### src/rtl/agcPkg.sv
package agcPkg;
  // Strobes from control to datapath.
  typedef struct packed {
    logic capture;  // latch this line's measurement
    logic clear;    // zero the window accumulators
  } agcStb_t;
endpackage

### src/rtl/agcDatapath.sv
module agcDatapath
  import agcPkg::*;
#(
  parameter int SW      = 10,
  parameter int AVG_LOG = 2
) (
  input  logic          clk,
  input  logic          rst,
  input  agcStb_t       stb,
  input  logic [SW-1:0] sample,
  input  logic          syncWin,
  input  logic          porchWin,
  input  logic          posMod,
  output logic [SW-1:0] measAmp,
  output logic [SW-1:0] porchRef
);
  localparam int NAVG = 1 << AVG_LOG;
  localparam int AW   = SW + AVG_LOG;
  localparam int CW   = AVG_LOG + 1;
  localparam int PW   = SW + 7;

  logic [1:0]    winHit;
  logic [SW-1:0] avg [2];

  // Sync window wins when both are raised.
  assign winHit[0] = syncWin;
  assign winHit[1] = porchWin & ~syncWin;

  for (genvar w = 0; w < 2; w++) begin : g_win
    logic [AW-1:0] sum;
    logic [CW-1:0] cnt;

    always_ff @(posedge clk) begin
      if (rst || stb.clear) begin
        sum <= '0;
        cnt <= '0;
      end else if (!stb.capture && winHit[w] && cnt < CW'(NAVG)) begin
        sum <= sum + AW'(sample);
        cnt <= cnt + 1'b1;
      end
    end

    assign avg[w] = sum[AW-1:AVG_LOG];

    a_r2_count_bound: assert property (@(posedge clk) disable iff (rst)
      cnt <= CW'(NAVG));
  end

  logic [SW-1:0] ampNow, loBound, hiBound, refNow;
  logic          posModQ;

  always_comb begin
    ampNow  = (avg[0] >= avg[1]) ? avg[0] - avg[1] : avg[1] - avg[0];
    loBound = SW'((PW'(ampNow) * PW'(17)) / PW'(100));
    hiBound = SW'((PW'(ampNow) * PW'(38)) / PW'(100));
    refNow  = avg[1];
    if (posMod) begin
      if (avg[1] > hiBound)      refNow = hiBound;
      else if (avg[1] < loBound) refNow = loBound;
    end
  end

  always_ff @(posedge clk) begin
    if (rst) begin
      measAmp  <= '0;
      porchRef <= '0;
      posModQ  <= 1'b0;
    end else if (stb.capture) begin
      measAmp  <= ampNow;
      porchRef <= refNow;
      posModQ  <= posMod;
    end
  end

  a_r4_upper: assert property (@(posedge clk) disable iff (rst)
    posModQ |-> (PW'(porchRef) * PW'(100) <= PW'(measAmp) * PW'(38)));
  a_r4_lower: assert property (@(posedge clk) disable iff (rst)
    posModQ |-> ((PW'(porchRef) + PW'(1)) * PW'(100) > PW'(measAmp) * PW'(17)));
  a_r3_hold: assert property (@(posedge clk) disable iff (rst)
    !stb.capture |=> $stable(measAmp) && $stable(porchRef));
endmodule

### src/rtl/agcCtrl.sv
module agcCtrl
  import agcPkg::*;
#(
  parameter int SW   = 10,
  parameter int GW   = 8,
  parameter int TW   = 6,
  parameter int HYST = 144
) (
  input  logic          clk,
  input  logic          rst,
  input  logic          lineStrobe,
  input  logic [SW-1:0] measAmp,
  input  logic [SW-1:0] targetAmp,
  output agcStb_t       stb,
  output logic [GW-1:0] videoGain,
  output logic [TW-1:0] tunerCode
);
  localparam logic [GW-1:0] GMAX   = {GW{1'b1}};
  localparam logic [GW-1:0] GMID   = GW'(1) << (GW - 1);
  localparam logic [TW-1:0] TMAX   = {TW{1'b1}};
  localparam logic [GW-1:0] HYST_C = GW'(HYST);

  logic stepQ;

  always_comb begin
    stb.capture = lineStrobe;
    stb.clear   = stepQ;
  end

  always_ff @(posedge clk) begin
    if (rst) begin
      stepQ     <= 1'b0;
      videoGain <= GMID;
      tunerCode <= '0;
    end else begin
      stepQ <= lineStrobe;
      if (stepQ) begin
        if (measAmp > targetAmp) begin
          if (videoGain != '0)        videoGain <= videoGain - 1'b1;
          else if (tunerCode != TMAX) tunerCode <= tunerCode + 1'b1;
        end else if (measAmp < targetAmp) begin
          if (tunerCode != '0 && videoGain >= HYST_C) tunerCode <= tunerCode - 1'b1;
          else if (videoGain != GMAX)                 videoGain <= videoGain + 1'b1;
        end
      end
    end
  end

  a_r9_hold: assert property (@(posedge clk) disable iff (rst)
    !stepQ |=> $stable(videoGain) && $stable(tunerCode));
  a_r9_one_step: assert property (@(posedge clk) disable iff (rst)
    !$past(rst) |-> (videoGain == $past(videoGain) ||
                     videoGain == $past(videoGain) + 1'b1 ||
                     videoGain == $past(videoGain) - 1'b1));
  a_r7_tuner_up_at_floor: assert property (@(posedge clk) disable iff (rst)
    (!$past(rst) && tunerCode > $past(tunerCode)) |-> $past(videoGain) == '0);
  a_r8_release_above_hyst: assert property (@(posedge clk) disable iff (rst)
    (!$past(rst) && tunerCode < $past(tunerCode)) |->
      ($past(videoGain) >= HYST_C && videoGain == $past(videoGain)));
endmodule

### src/rtl/vidAgc.sv
module vidAgc
  import agcPkg::*;
#(
  parameter int SW      = 10,
  parameter int GW      = 8,
  parameter int TW      = 6,
  parameter int AVG_LOG = 2,
  parameter int HYST    = 144
) (
  input  logic          clk,
  input  logic          rst,
  input  logic [SW-1:0] sample,
  input  logic          syncWin,
  input  logic          porchWin,
  input  logic          lineStrobe,
  input  logic          posMod,
  input  logic [SW-1:0] targetAmp,
  output logic [GW-1:0] videoGain,
  output logic [TW-1:0] tunerCode,
  output logic [SW-1:0] measAmp,
  output logic [SW-1:0] porchRef
);
  agcStb_t stb;

  agcCtrl #(.SW(SW), .GW(GW), .TW(TW), .HYST(HYST)) i_ctrl (
    .clk(clk), .rst(rst), .lineStrobe(lineStrobe), .measAmp(measAmp),
    .targetAmp(targetAmp), .stb(stb), .videoGain(videoGain), .tunerCode(tunerCode)
  );

  agcDatapath #(.SW(SW), .AVG_LOG(AVG_LOG)) i_dp (
    .clk(clk), .rst(rst), .stb(stb), .sample(sample), .syncWin(syncWin),
    .porchWin(porchWin), .posMod(posMod), .measAmp(measAmp), .porchRef(porchRef)
  );
endmodule

### config.mk
export PLATFORM = sky130hd
export DESIGN_NAME = vidAgc
export DESIGN_NICKNAME = d
export VERILOG_FILES = /design/src/rtl/agcPkg.sv /design/src/rtl/agcDatapath.sv /design/src/rtl/agcCtrl.sv /design/src/rtl/vidAgc.sv
export SDC_FILE = /design/constraint.sdc
export NUM_CORES = 1
export LEC_CHECK = 0
export CAP_MARGIN = 15
export CORE_MARGIN = 10
export CORE_UTILIZATION = 35
export CTS_BUF_LIST = sky130_fd_sc_hd__clkbuf_4 sky130_fd_sc_hd__clkbuf_8
export CTS_CLUSTER_DIAMETER = 40
export DETAILED_ROUTE_END_ITERATION = 10
export PLACE_DENSITY_LB_ADDON = 0.15
export SYNTH_ARGS = -nofsm -noshare
export SYNTH_HDL_FRONTEND = slang
export SYNTH_HIERARCHICAL = 1
export SYNTH_SLANG_ARGS = --single-unit
### constraint.sdc
create_clock -name clk -period 29.5 [get_ports clk]
set_input_delay 4.425 -clock clk [delete_from_list [all_inputs] [get_ports clk]]
set_output_delay 4.425 -clock clk [all_outputs]
set_load 0.02 [all_outputs]
==> out/qor.json <==
{
  "period_minus_slack": {"value": 17400, "unit": "ps"},
  "run_status": {"value": "complete, no violations"},
  "drt-initial-drc-count": {"value": 1234},
  "synth_flop_cell": {"value": "sky130_fd_sc_hd__dfxtp_1"},
  "clock-skew-final": {"value": 10.4, "unit": "ps"},
  "initial_core_util": {"value": 35.4, "unit": "%"},
  "r2r_setup_slack": {"value": 12100, "unit": "ps"},
  "pin_count": {"value": 60},
  "cp-startpoint": {"value": "i_dp/g_win[1].sum[3]$_SDFFE_PP0P_"},
  "hold_path.startpoint": {"value": "i_dp/g_win[0].sum[0]$_SDFFE_PP0P_"},
  "clock_sinks": {"value": 65},
  "maxSlewHeadroom": {"value": 27.6, "unit": "%"},
  "crit_type": {"value": "flop to flop"},
  "area_growth": {"value": 8.69, "unit": "%"},
  "num-fill-cells": {"value": 4054},
  "holdCritPathClass": {"value": "flop to flop"},
  "synth_largest_type_area_fraction": {"value": 11.2, "unit": "%"},
  "netlist_instances": {"value": 1931},
  "route.vias.total": {"value": 14900},
  "r2r-start": {"value": "i_dp/g_win[1].sum[3]$_SDFFE_PP0P_"},
  "fraction_of_final_layout_cells_sized_beyond_drive_strength_1": {"value": 5.89, "unit": "%"},
  "unrepaired_setup_endpoints_after_global_routing": {"value": "no"},
  "final.period_utilization": {"value": 59.0, "unit": "%"},
  "grt_start_max_net_pins": {"value": 41},
  "die-height": {"value": 218, "unit": "um"},
  "synth_enable_flop_cells": {"value": 0},
  "total_standard_cell_area_after_synthesis": {"value": 13700, "unit": "sq um"},
  "critical-path-slowest-cell": {"value": "sky130_fd_sc_hd__o2111ai_1"},
  "tightestPinTransition": {"value": 1080, "unit": "ps"},
  "fmaxAchievable": {"value": 57.5, "unit": "MHz"},
  "cts.root.buffer_cell": {"value": "sky130_fd_sc_hd__clkbuf_8"},
  "die_w": {"value": 218, "unit": "um"},
  "first_global_vias": {"value": 13800},
  "multi_input_comb_area": {"value": 11500, "unit": "sq um"},
  "endpoint_kind": {"value": "flop"},
  "place_congestion": {"value": 0.928},
  "cts_hold_buf": {"value": 0},
  "post-synth-top-area-cell": {"value": "sky130_fd_sc_hd__ha_1"},
  "postRouteWirelength": {"value": 46300, "unit": "um"},
  "synth_top_cells_by_area": {"value": "sky130_fd_sc_hd__ha_1 11%, sky130_fd_sc_hd__dfxtp_1 9.5%, sky130_fd_sc_hd__a21oi_1 5.5%, sky130_fd_sc_hd__nand2_1 5.0%, sky130_fd_sc_hd__xnor2_1 4.6%"},
  "drc_errors": {"value": 0},
  "synth_seq_cells": {"value": 65},
  "syn_avg_cell_area": {"value": 7.09, "unit": "sq um"},
  "detail_route.first_pass.iterations": {"value": 5},
  "grt_first_pass_wirelength": {"value": 74900, "unit": "um"},
  "synth.cells.most_frequent": {"value": "184 x sky130_fd_sc_hd__nand2_1, 150 x sky130_fd_sc_hd__a21oi_1, 146 x sky130_fd_sc_hd__nor2_1"},
  "finalSetupViolCount": {"value": 0},
  "via_per_inst": {"value": 6.06},
  "cp_data_required_time": {"value": 29730, "unit": "ps"},
  "number_of_pins_exceeding_their_max_slew_limit_in_the_final_report": {"value": 0},
  "critPathMaxFanout": {"value": 15},
  "sequential_cell_area": {"value": 1300, "unit": "sq um"},
  "syn-num-nets": {"value": 2093},
  "synth.most_common_cell": {"value": "sky130_fd_sc_hd__nand2_1"},
  "wl_per_cell": {"value": 18.9, "unit": "um"},
  "finalNetCount": {"value": 2092},
  "overflow": {"value": 0},
  "drtAntennaViolNets": {"value": 0},
  "setup_total_negative_slack": {"value": 0, "unit": "ps"},
  "rows": {"value": 72},
  "cts_repair_resize_count": {"value": 0},
  "place.detailed.instances": {"value": 2436},
  "max-cap-violations": {"value": 0},
  "clk_pin_slew": {"value": 70, "unit": "ps"},
  "ctsHtreeMaxLevel": {"value": 3},
  "layout.cells.non_filler": {"value": 2453},
  "cts_buffers": {"value": 9},
  "die-area": {"value": 47400, "unit": "sq um"},
  "total_half_perimeter_wirelength_after_legalization_and_detailed_placement": {"value": 37000, "unit": "um"},
  "numPortBuffers": {"value": 59},
  "clock_tree.buffer_depth": {"value": 2},
  "insertion_delay": {"value": 360, "unit": "ps"},
  "global_route.usage.total": {"value": 18.9, "unit": "%"},
  "cell_with_the_most_instances_on_the_worst_path": {"value": "sky130_fd_sc_hd__o21ai_0"},
  "critPathArrivalTime": {"value": 17620, "unit": "ps"},
  "grt_antenna_before_repair": {"value": 0},
  "synth_sequential_area_ratio": {"value": 9.51, "unit": "%"},
  "synth.distinct_cells": {"value": 115},
  "cts_tree": {"value": "yes"},
  "core-area": {"value": 38600, "unit": "sq um"},
  "postCtsSetupRepairBufs": {"value": 0},
  "diode_insertion_count_for_antenna_repair": {"value": 0},
  "cp-start-kind": {"value": "flop"},
  "synthArstFlopShare": {"value": 0, "unit": "%"},
  "yosysWarningCount": {"value": 6},
  "hold_violations": {"value": 0},
  "max_stage_delay": {"value": 820, "unit": "ps"}
}
==> path summary, 6_finish.rpt <==
path,end,depth (start not counted)
worst max-delay path,i_dp/porchRef[3]$_SDFFE_PP0P_,60
worst min-delay path,i_dp/g_win[0].sum[0]$_SDFFE_PP0P_,2
worst max register to register,i_dp/porchRef[3]$_SDFFE_PP0P_,60
worst min register to register,i_dp/g_win[0].sum[0]$_SDFFE_PP0P_,2
==> per-stage QoR <==
stage / hold WS, ps / utilization, % / worst slack, ps / instance area, sq um
after floorplan: 438 / - / 15940 / 13700
after global placement: 446 / 37.8 / 12660 / 14600
after detailed placement: 454 / 37.8 / 12370 / 14600
after CTS: 465 / 38.5 / 12290 / 14900
after global routing: 494 / 38.5 / 10470 / 14900
final: 466 / 38.5 / 12100 / 14900
==> cell usage in the layout, fill, tap and decap left out, drive strengths merged, types with 13 or more instances in the layout <==
cell,instances
xor2,29
ha,123
fa,13
a21oi,154
o31ai,23
a21boi,15
or2,18
o21a,23
nand2b,33
nor4,16
mux2i,30
a211o,15
buf,18
o211ai,39
and2,25
and3,23
nor3,66
a31oi,21
nand2,185
nand4,33
a211oi,53
a21o,45
inv,113
o2111ai,18
xnor2,72
nor2,147
nand3,68
or3,20
dfxtp,65
a311oi,14
o21ai,110
clkdlybuf4s50,58
nor2b,21
==> logic make-up after synthesis <==
group / synth area share [%]
compound gates: 35.8
xor+xnor: 6.52
flops: 9.51
buf+inv: 6.34
simple gates: 26.0
mux: 2.69
fa+ha+maj: 13.1
==> flip-flops by register name, indices dropped and copies added (netlist names) <==
register	cells
i_dp/g_win.sum	24
i_dp/g_win.cnt	6
i_ctrl/tunerCode	6
i_dp/porchRef	10
i_dp/measAmp	10
i_ctrl/stepQ	1
i_ctrl/videoGain	8
==> per-layer routing <==
layer / GRT usage (%) / share of wire [%] / vias up
li1: - / - / 7315
met1: 25.2 / 47 / 7013
met2: 31.5 / 46 / 442
met3: 1.76 / 4.0 / 86
met4: 5.58 / 2.7 / 0
met5: 0 / 0 / -
==> area by class of cell <==
type	count	share of cell area [%]
clock buffer	11	0.976
tap	518	4.36
multi-input combinational	1661	77.5
sequential	65	8.75
timing repair buffer	76	4.78
clock inverter	5	0.690
inverter	117	2.99
==> worst max-delay path, delay by kind of cell, from the launching register on <==
family,cells,cell delay (ps)
multiplexers,1,240
AND/OR/NAND/NOR,17,4800
XOR/XNOR,2,950
flip-flops,1,500
adder cells (fa/ha/maj),5,1960
AO/OA/AOI/OAI,29,7760
buffers and inverters,6,1000
Power is left out: the tool's default activity adds up to more than one toggle a clock period on the data nets, which glitch-free logic cannot reach.
